==> config.mk <==
export PLATFORM = sky130hd
export DESIGN_NAME = fe_tfc_decoder
export DESIGN_NICKNAME = d
export VERILOG_FILES = /design/src/rtl/fe_tfc_pkg.sv /design/src/rtl/tfc_word_split.sv /design/src/rtl/tfc_delay_line.sv /design/src/rtl/tfc_bunch_track.sv /design/src/rtl/fe_tfc_decoder.sv
export SDC_FILE = /design/constraint.sdc
export NUM_CORES = 1
export LEC_CHECK = 0
export BUFFER_PORTS_ARGS = -buffer_cell sky130_fd_sc_hd__buf_2
export CAP_MARGIN = 40
export CORE_MARGIN = 4
export CORE_UTILIZATION = 58
export CTS_BUF_LIST = sky130_fd_sc_hd__clkbuf_4 sky130_fd_sc_hd__clkbuf_8
export CTS_CLUSTER_DIAMETER = 200
export DETAILED_ROUTE_END_ITERATION = 7
export GPL_TIMING_DRIVEN = 0
export PLACE_DENSITY = 0.87
export SLEW_MARGIN = 25
export SYNTH_ARGS = -nofsm -noshare
export SYNTH_HDL_FRONTEND = slang
export SYNTH_HIERARCHICAL = 1
export SYNTH_SLANG_ARGS = --single-unit
==> constraint.sdc <==
create_clock -name clk_i -period 3.7 [get_ports clk_i]
set_input_delay 0.37 -clock clk_i [delete_from_list [all_inputs] [get_ports clk_i]]
set_output_delay 0.37 -clock clk_i [all_outputs]
set_load 0.02 [all_outputs]
==> src/rtl/fe_tfc_pkg.sv <==
`timescale 1ns/1ps
package fe_tfc_pkg;
    localparam int WORD_W  = 24;
    localparam int BXID_W  = 12;
    localparam int CAL_W   = 4;
    localparam int NUM_CH  = 7;

    // bit positions in the incoming word
    localparam int POS_BCRST = 12;
    localparam int POS_FERST = 13;
    localparam int POS_HDR   = 14;
    localparam int POS_VETO  = 15;
    localparam int POS_CAL   = 16;
    localparam int POS_NZS   = 20;
    localparam int POS_SNAP  = 21;

    // delay channel indices
    localparam int CH_BCRST = 0;
    localparam int CH_FERST = 1;
    localparam int CH_HDR   = 2;
    localparam int CH_VETO  = 3;
    localparam int CH_CAL   = 4;
    localparam int CH_NZS   = 5;
    localparam int CH_SNAP  = 6;

    // channel 0 carries strobe, identifier and a filled flag
    function automatic int ch_width(input int idx);
        case (idx)
            CH_BCRST: return BXID_W + 2;
            CH_CAL:   return CAL_W;
            default:  return 1;
        endcase
    endfunction

    function automatic int ch_lo(input int idx);
        int acc;
        acc = 0;
        for (int k = 0; k < idx; k++) acc += ch_width(k);
        return acc;
    endfunction

    localparam int CH_BUS_W = ch_lo(NUM_CH);

    typedef struct packed {
        logic              vld;
        logic [BXID_W-1:0] bxid;
        logic              bcrst;
        logic              ferst;
        logic              hdr;
        logic              veto;
        logic [CAL_W-1:0]  cal;
        logic              nzs;
        logic              snap;
    } tfc_fields_t;
endpackage

==> src/rtl/tfc_word_split.sv <==
`timescale 1ns/1ps
module tfc_word_split
    import fe_tfc_pkg::*;
(
    input  logic                clk_i,
    input  logic                rst_ni,
    input  logic [WORD_W-1:0]   word_i,
    output logic [CH_BUS_W-1:0] ch_bus_o
);
    typedef struct packed {
        tfc_fields_t f;
    } split_st_t;

    split_st_t st_d, st_q;
    logic      unused_rsv;

    assign unused_rsv = ^word_i[WORD_W-1:POS_SNAP+1];

    always_comb begin
        st_d         = st_q;
        st_d.f.vld   = 1'b1;
        st_d.f.bxid  = word_i[BXID_W-1:0];
        st_d.f.bcrst = word_i[POS_BCRST];
        st_d.f.ferst = word_i[POS_FERST];
        st_d.f.hdr   = word_i[POS_HDR];
        st_d.f.veto  = word_i[POS_VETO];
        st_d.f.cal   = word_i[POS_CAL +: CAL_W];
        st_d.f.nzs   = word_i[POS_NZS];
        st_d.f.snap  = word_i[POS_SNAP];
    end

    always_ff @(posedge clk_i or negedge rst_ni) begin
        if (!rst_ni) st_q <= '0;
        else         st_q <= st_d;
    end

    always_comb begin
        ch_bus_o = '0;
        ch_bus_o[ch_lo(CH_BCRST) +: ch_width(CH_BCRST)] = {st_q.f.vld, st_q.f.bxid, st_q.f.bcrst};
        ch_bus_o[ch_lo(CH_FERST)]                      = st_q.f.ferst;
        ch_bus_o[ch_lo(CH_HDR)]                        = st_q.f.hdr;
        ch_bus_o[ch_lo(CH_VETO)]                       = st_q.f.veto;
        ch_bus_o[ch_lo(CH_CAL) +: CAL_W]               = st_q.f.cal;
        ch_bus_o[ch_lo(CH_NZS)]                        = st_q.f.nzs;
        ch_bus_o[ch_lo(CH_SNAP)]                       = st_q.f.snap;
    end
endmodule

==> src/rtl/tfc_delay_line.sv <==
`timescale 1ns/1ps
module tfc_delay_line #(
    parameter int W         = 1,
    parameter int MAX_DELAY = 31,
    parameter int SEL_W     = $clog2(MAX_DELAY + 1)
) (
    input  logic             clk_i,
    input  logic             rst_ni,
    input  logic [SEL_W-1:0] sel_i,
    input  logic [W-1:0]     din_i,
    output logic [W-1:0]     dout_o
);
    typedef struct packed {
        logic [MAX_DELAY-1:0][W-1:0] sr;
    } dl_st_t;

    dl_st_t st_d, st_q;

    always_comb begin
        st_d = st_q;
        st_d.sr[0] = din_i;
        for (int k = 1; k < MAX_DELAY; k++) st_d.sr[k] = st_q.sr[k-1];
    end

    always_ff @(posedge clk_i or negedge rst_ni) begin
        if (!rst_ni) st_q <= '0;
        else         st_q <= st_d;
    end

    // tap select: setting 0 passes the captured value, d picks stage d-1
    always_comb begin
        int tap;
        tap = int'(sel_i);
        if (tap > MAX_DELAY) tap = MAX_DELAY;
        if (tap == 0) dout_o = din_i;
        else          dout_o = st_q.sr[tap-1];
    end
endmodule

==> src/rtl/tfc_bunch_track.sv <==
`timescale 1ns/1ps
module tfc_bunch_track
    import fe_tfc_pkg::*;
#(
    parameter int ORBIT_LEN = 3564
) (
    input  logic              clk_i,
    input  logic              rst_ni,
    input  logic              bcrst_i,
    input  logic              vld_i,
    input  logic [BXID_W-1:0] bxid_i,
    input  logic              snap_i,
    input  logic              clr_i,
    output logic [BXID_W-1:0] bcnt_o,
    output logic              mism_o,
    output logic [BXID_W-1:0] snap_bcnt_o,
    output logic              snap_mism_o
);
    localparam logic [BXID_W-1:0] LAST = BXID_W'(ORBIT_LEN - 1);

    typedef struct packed {
        logic [BXID_W-1:0] cnt;
        logic              synced;
        logic              mism;
        logic [BXID_W-1:0] snap_cnt;
        logic              snap_mism;
    } trk_st_t;

    trk_st_t st_d, st_q;
    logic    bad;

    always_comb begin
        st_d = st_q;
        // counter: orbit reset wins, otherwise wrap at the orbit end
        if (bcrst_i)            st_d.cnt = '0;
        else if (st_q.cnt == LAST) st_d.cnt = '0;
        else                    st_d.cnt = st_q.cnt + 1'b1;

        st_d.synced = st_q.synced | bcrst_i;

        bad = st_q.synced & vld_i & (bxid_i != st_q.cnt);
        if (bad)        st_d.mism = 1'b1;
        else if (clr_i) st_d.mism = 1'b0;

        if (snap_i) begin
            st_d.snap_cnt  = st_q.cnt;
            st_d.snap_mism = st_q.mism;
        end
    end

    always_ff @(posedge clk_i or negedge rst_ni) begin
        if (!rst_ni) st_q <= '0;
        else         st_q <= st_d;
    end

    assign bcnt_o      = st_q.cnt;
    assign mism_o      = st_q.mism;
    assign snap_bcnt_o = st_q.snap_cnt;
    assign snap_mism_o = st_q.snap_mism;
endmodule

==> src/rtl/fe_tfc_decoder.sv <==
`timescale 1ns/1ps
module fe_tfc_decoder
    import fe_tfc_pkg::*;
#(
    parameter int ORBIT_LEN = 3564,
    parameter int MAX_DELAY = 31,
    parameter int SEL_W     = $clog2(MAX_DELAY + 1)
) (
    input  logic                    clk_i,
    input  logic                    rst_ni,
    input  logic [WORD_W-1:0]       tfc_word_i,
    input  logic [NUM_CH*SEL_W-1:0] dly_cfg_i,
    input  logic                    mism_clr_i,
    output logic                    bcnt_rst_o,
    output logic                    fe_rst_o,
    output logic                    hdr_only_o,
    output logic                    bx_veto_o,
    output logic [CAL_W-1:0]        calib_o,
    output logic                    nzs_o,
    output logic                    snapshot_o,
    output logic [BXID_W-1:0]       bcnt_o,
    output logic                    mism_o,
    output logic [BXID_W-1:0]       snap_bcnt_o,
    output logic                    snap_mism_o
);
    logic [CH_BUS_W-1:0] cap_bus;
    logic [CH_BUS_W-1:0] dly_bus;
    logic [BXID_W-1:0]   dly_bxid;
    logic                dly_vld;

    tfc_word_split u_split (
        .clk_i   (clk_i),
        .rst_ni  (rst_ni),
        .word_i  (tfc_word_i),
        .ch_bus_o(cap_bus)
    );

    for (genvar g = 0; g < NUM_CH; g++) begin : g_ch
        tfc_delay_line #(
            .W        (ch_width(g)),
            .MAX_DELAY(MAX_DELAY),
            .SEL_W    (SEL_W)
        ) u_dl (
            .clk_i (clk_i),
            .rst_ni(rst_ni),
            .sel_i (dly_cfg_i[g*SEL_W +: SEL_W]),
            .din_i (cap_bus[ch_lo(g) +: ch_width(g)]),
            .dout_o(dly_bus[ch_lo(g) +: ch_width(g)])
        );
    end

    assign bcnt_rst_o = dly_bus[ch_lo(CH_BCRST)];
    assign dly_bxid   = dly_bus[ch_lo(CH_BCRST) + 1 +: BXID_W];
    assign dly_vld    = dly_bus[ch_lo(CH_BCRST) + 1 + BXID_W];
    assign fe_rst_o   = dly_bus[ch_lo(CH_FERST)];
    assign hdr_only_o = dly_bus[ch_lo(CH_HDR)];
    assign bx_veto_o  = dly_bus[ch_lo(CH_VETO)];
    assign calib_o    = dly_bus[ch_lo(CH_CAL) +: CAL_W];
    assign nzs_o      = dly_bus[ch_lo(CH_NZS)];
    assign snapshot_o = dly_bus[ch_lo(CH_SNAP)];

    tfc_bunch_track #(.ORBIT_LEN(ORBIT_LEN)) u_trk (
        .clk_i      (clk_i),
        .rst_ni     (rst_ni),
        .bcrst_i    (bcnt_rst_o),
        .vld_i      (dly_vld),
        .bxid_i     (dly_bxid),
        .snap_i     (snapshot_o),
        .clr_i      (mism_clr_i),
        .bcnt_o     (bcnt_o),
        .mism_o     (mism_o),
        .snap_bcnt_o(snap_bcnt_o),
        .snap_mism_o(snap_mism_o)
    );
endmodule

==> impl_metrics.json, run 1 <==
{
  "route.detailed.drc": 0,
  "worst_pin_slew_ns": 0.894,
  "synth_top_area_share_pct": 70.6,
  "path_common_cell": "buf_12",
  "numCtsBuffers": 115,
  "layout_commonest_cell": "dfrtp_1",
  "finalSetupViolations": 0,
  "ys_types": 60,
  "drive_gt1_share_pct": 30.1,
  "wl_per_cell_um": 22.5,
  "syn2layout_area_growth_pct": 16.5,
  "clock_latency_ns": 0.72,
  "grt_overflow": 0,
  "clk_pin_slew_worst_paths_ns": 0.06,
  "place_area_mm2": 0.0285,
  "wirelength_um": 56800,
  "via_per_inst": 5.97,
  "cp-startpoint": "dly_cfg_i[0]",
  "dpl_worst_slack_ns": -1.23,
  "gp_congestion": 0.934,
  "async_reset_ff_share_pct": 100,
  "critPathCaptureType": "output port",
  "htreeDepth": 3,
  "synth_flop_cell": "dfrtp_1",
  "cts_tree": "built",
  "synth.avg_cell_area_um2": 17.0,
  "ys_ff_latch": 763,
  "worst_path_largest_cell_delay_ns": 0.35,
  "drv_slew": 0,
  "status": "finished clean",
  "path_cells": "buf_4 > buf_12 > buf_12 > buf_12 > clkinv_4 > buf_8 > ha_4 > xor2_4 > buf_4 > buf_12 > buf_12 > buf_4 > mux2i_4 > o21ai_0 > a211o_2 > buf_2",
  "grt_pass1_wl_um": 92100,
  "core.rowCount": 78,
  "r2r_start": "g_ch[0].u_dl/st_d[357]",
  "crit_required_ns": 3.33,
  "numClockSinks": 763,
  "total_power_uw": 18300,
  "diodes": 0,
  "worst-setup-path-type": "input pin to output port",
  "cap_violations": 0,
  "fmax_ghz": 0.275,
  "period_minus_slack_ns": 3.64,
  "min_path_type": "input pin to async pin",
  "synthTopCellsByArea": "dfrtp_1 (71%), mux4_2 (10%), mux4_1 (2.8%)",
  "dr.pass1.iters": 5,
  "fp.dieW_um": 224,
  "syn-num-nets": 1658,
  "vdd_drop_max_mv": 0.455,
  "crit_family": "buffers and inverters",
  "skew_ns": 0.0487,
  "power.density_mw_per_mm2": 582,
  "tns_ns": 0,
  "io_buffers": 90,
  "fin_area_mm2": 0.0315,
  "finalCritPeriodShare_pct": 98.4,
  "clockBufferDepth": 3,
  "antenna_found_initial": 2,
  "grt.total_usage_pct": 23.3,
  "die_y_um": 224,
  "netlist_area_mm2": 0.0270,
  "timing.hold.ws_ns": 0.186,
  "postSynthCellCount": 1587,
  "ys_warn_count": 6,
  "startpoint_type": "input pin",
  "first_global_vias": 16537,
  "final_antenna_net_count": 0,
  "core_mm2": 0.0458,
  "static-leakage-power_uw": 0.0141,
  "grt_max_degree": 103,
  "crit_arrival_ns": 3.27,
  "floorplan.initialDensity_pct": 59.1,
  "relSlewSlack_pct": 40.0,
  "drt_iter0_markers": 1440,
  "dpl.hpwl_um": 36300,
  "hold_violations": 0,
  "final_cell_mix": "dfrtp_1 (763), clkbuf_8 (148), mux4_2 (125)",
  "layout.nets": 1904,
  "vias": 15072,
  "root_buffer": "clkbuf_8",
  "cp_num_buf_inv": 11,
  "synth_edf_count": 0,
  "cpMaxStageDelayCell": "a211o_2",
  "path_max_fanout": 10,
  "synth_top_cell_by_area": "dfrtp_1",
  "die-area_mm2": 0.0502,
  "setup_slack_ns": 0.0578,
  "seq_area_frac_synth_pct": 70.6,
  "ioPinCount": 98
}
[worst reg2reg max path: cells and delay by family (launching register included)]
family           cells  cell delay [ns]
flip-flops           1             0.37
XOR/XNOR             1             0.19
AND/OR/NAND/NOR      3             0.89
multiplexers         1             0.45
AO/OA/AOI/OAI        3             0.73
[cell type report]
type | count | area (um^2)
plain buffers | 98 | 774
inverters | 31 | 121
repair buffers | 131 | 992
flip-flops and latches | 763 | 19100
clock inverters | 24 | 238
multi-input cells | 693 | 7250
well taps | 600 | 751
clock buffers | 184 | 2310
fillers | 2706 | 14200
[worst paths after layout]
| kind | endpoint | slack [ns] | depth (start not counted) |
|---|---|---|---|
| max in group asynchronous | g_ch[6].u_dl/st_d[2] | 0.65 | 8 |
| min in group clk_i | u_split/ch_bus_o[6] | 0.30 | 2 |
| hold / removal | u_split/ch_bus_o[6] | 0.19 | 2 |
| setup reg to reg | u_trk/mism_o | 0.94 | 8 |
| hold reg to reg | g_ch[0].u_dl/st_d[207] | 0.34 | 0 |
| setup / recovery | bcnt_rst_o | 0.06 | 16 |
[synthesized netlist by cell type (29+ instances only)]
library cell	n
mux4_1	29
nor2_1	55
inv_1	29
buf_4	30
a21oi_1	41
mux2_2	29
mux2i_1	48
nand2_1	90
buf_2	39
o21ai_0	35
mux4_2	125
dfrtp_1	763
[what timing repair did]
item | CTS | global route
hold endpoints to repair | 80 | 0
gates resized for setup | 25 | 19
endpoints found under the setup margin | 17 | 3
pin swaps | 2 | 1
hold buffers | 24 | 0
setup buffers | 5 | 3
[metal layers]
metal / global-route usage, % / share of wire, %
met2: 37.2 / 50
met4: 9.58 / 3.9
met5: 0 / 0.018
met1: 31.9 / 40
met3: 5.49 / 6.3
[stage by stage]
stage	util, %	std cells
detailed placement	62.4	2286
global route	68.9	2524
global placement	61.8	2277
finish	68.9	2524
CTS	68.7	2523
floorplan	-	1587
[flip-flops by register name (all words and copies together) (netlist names)]
register	flops
u_trk/mism_o	1
u_trk/snap_bcnt_o	12
g_ch.u_dl/st_q	23
u_trk/snap_mism_o	1
u_split/ch_bus_o	23
g_ch.u_dl/st_d	690
u_trk/st_q	1
u_trk/bcnt_o	12
[cell families (layout without fill, tap and decap cells)]
group           after synthesis  after routing  share of synthesized area, %
flops                       763            763                          70.6
simple gates                248            248                          4.41
mux                         231            231                          16.2
compound gates              156            156                          3.85
buf+inv                     131            468                          2.82
xor+xnor                     48             48                          1.69
fa+ha+maj                     9              9                         0.416
other cells                   1              1                        0.0139
[power breakdown]
part	internal [uW]	switching [uW]	total, uW
registers	8800	276	9070
logic	856	1030	1890
clock network	4170	3220	7390
No activity file was read; power rests on OpenSTA's default activity.
==> inputs of run 2 (changes only) <==
Settings changed: ABC_AREA from default to 1, ABC_CLOCK_PERIOD_IN_PS from default to 3700.
==> impl_metrics.json, run 2 <==
{
  "die_y_um": 235,
  "period_minus_slack_ns": 3.67,
  "fmax_ghz": 0.272,
  "path_max_fanout": 10,
  "n_fill_cell": 3587,
  "final_antenna_net_count": 0,
  "netlist_top_cells_count": "nand2_1 (1004), dfrtp_1 (763), nand3_1 (501)",
  "total_power_uw": 18800,
  "cap_violations": 0,
  "grt_max_degree": 99,
  "synth_top_cell_by_area": "dfrtp_1",
  "tns_ns": 0,
  "ys_ff_latch": 763,
  "numCtsBuffers": 113,
  "startpoint_type": "input pin",
  "route.detailed.drc": 0,
  "skew_ns": 0.0338,
  "syn-num-nets": 3278,
  "ys_warn_count": 6,
  "ys_types": 33,
  "wl_per_cell_um": 17.3,
  "synth_top_area_share_pct": 63.9,
  "rsz0062_at_grt": "false",
  "cts_tree": "built",
  "worst-setup-path-type": "input pin to output port",
  "status": "finished clean",
  "fin_cells": 4204,
  "final_cell_mix": "nand2_1 (1004), dfrtp_1 (763), nand3_1 (500)",
  "crit_cells": 16,
  "static-leakage-power_uw": 0.0181,
  "vias": 22232,
  "synth_flop_cell": "dfrtp_1",
  "worst_pin_slew_ns": 0.868,
  "async_reset_ff_share_pct": 100,
  "numClockSinks": 763,
  "vdd_drop_max_mv": 0.483,
  "dr.pass1.iters": 7,
  "finalSetupViolations": 0,
  "drive_gt1_share_pct": 14.3,
  "place_area_mm2": 0.0314,
  "fp.dieW_um": 235,
  "layout_commonest_cell": "nand2_1",
  "reg2reg_depth": 16,
  "path_cells": "buf_2 > inv_4 > buf_4 > buf_4 > ha_1 > buf_2 > inv_2 > clkbuf_4 > buf_4 > nand2_1 > nand3_1 > nand3_1 > nand2_1 > nand2_1 > nand3_2 > buf_2",
  "post_cts.repair.setup_buffers": 0,
  "dpl_worst_slack_ns": -0.714,
  "core.rowCount": 82,
  "antenna_found_initial": 2,
  "layout.nets": 3515,
  "largest_reg_flops": 690,
  "clockBufferDepth": 3,
  "finalCritPeriodShare_pct": 99.2,
  "cpMaxStageDelayCell": "ha_1",
  "crit_required_ns": 3.33,
  "cp_num_buf_inv": 9,
  "grt_overflow": 0,
  "postSynthCellCount": 3207,
  "crit_arrival_ns": 3.30,
  "worst_path_largest_cell_delay_ns": 0.27,
  "fin_area_mm2": 0.0342,
  "wirelength_um": 72600,
  "regToRegSetupSlack_ns": 1.32,
  "gp_congestion": 0.934,
  "post-place-cells": 3977,
  "power.density_mw_per_mm2": 548,
  "min_path_type": "input pin to async pin",
  "relSlewSlack_pct": 42.1,
  "drv_slew": 0,
  "synth.avg_cell_area_um2": 9.31,
  "hold_violations": 0,
  "htreeDepth": 3,
  "synth_edf_count": 0,
  "drt_iter0_markers": 2271,
  "clk_pin_slew_worst_paths_ns": 0.07,
  "critPathCaptureType": "output port",
  "synthTopCellsByArea": "dfrtp_1 (64%), nand2_1 (13%), nand3_1 (8.4%)",
  "netlist_area_mm2": 0.0299,
  "grt.total_usage_pct": 26.2,
  "grt_pass1_wl_um": 117000,
  "syn2layout_area_growth_pct": 14.6,
  "crit_family": "buffers and inverters",
  "root_buffer": "clkbuf_8",
  "io_buffers": 88,
  "ioPinCount": 98,
  "setup_slack_ns": 0.0299,
  "die-area_mm2": 0.0552,
  "floorplan.initialDensity_pct": 59.0,
  "via_per_inst": 5.29,
  "seq_area_frac_synth_pct": 63.9,
  "first_global_vias": 22520,
  "core_mm2": 0.0506,
  "dpl.hpwl_um": 48200,
  "clock_latency_ns": 0.73,
  "yosysMostFrequentCell": "nand2_1"
}
-- run 2: area by class of cell --
class	instances	area, um^2	area share (%)
clock inverter	21	200	0.585
timing repair buffer	122	943	2.76
antenna	2	5.00	0.0146
inverter	483	1850	5.42
tap	672	841	2.46
clock buffer	180	2290	6.69
multi-input combinational	1803	8020	23.4
buffer	158	973	2.84
sequential	763	19100	55.8
-- run 2: kinds of logic after synthesis --
kind of cell	count (synthesis)	synth area share, %
other	1	0.0126
adder cells (fa/ha/maj)	9	0.377
AO/OA/AOI/OAI	40	0.721
AND/OR/NAND/NOR	1728	24.9
flip-flops	763	63.9
buffers and inverters	641	9.34
XOR/XNOR	21	0.616
multiplexers	4	0.151
-- run 2: per-stage QoR --
step           hold WS, ns  utilization [%]
2_1_floorplan       0.0744                -
3_3_place_gp         0.347             61.6
3_5_place_dp         0.332             62.1
4_1_cts              0.162             67.6
5_1_grt              0.201             67.6
6_report             0.177             67.7
-- run 2: worst paths after layout --
check	from	to
worst max-delay path	dly_cfg_i[0]	bcnt_rst_o
worst min-delay path	rst_ni	g_ch[0].u_dl/st_d[318]
worst max register to register	g_ch[0].u_dl/st_d[288]	u_trk/mism_o
worst min register to register	g_ch[0].u_dl/st_d[155]	g_ch[0].u_dl/st_d[169]
max in group asynchronous	rst_ni	g_ch[2].u_dl/st_d[2]
min in group clk_i	tfc_word_i[17]	u_split/ch_bus_o[18]
-- run 2: report_power, final --
group | total [uW] | switching [uW] | internal (uW)
Combinational | 2350 | 1580 | 775
Sequential | 9110 | 288 | 8820
Clock | 7310 | 3190 | 4120
Total | 18800 | 5050 | 13700
-- run 2: routing by layer --
layer / up-vias / wire length [um] / GRT usage (%)
li1: 10251 / - / -
met1: 10692 / 29400 / 35.0
met2: 1056 / 33500 / 40.9
met3: 231 / 6660 / 7.09
met4: 2 / 2990 / 11.6
met5: - / 13 / 0
-- run 2: what timing repair did --
| item | in CTS | in global routing |
|---|---|---|
| endpoints found under the setup margin | 1 | 1 |
| pin swaps | 0 | 0 |
| endpoints found under the hold margin | 117 | 0 |
| hold buffers | 24 | 0 |
| gates resized for setup | 14 | 14 |
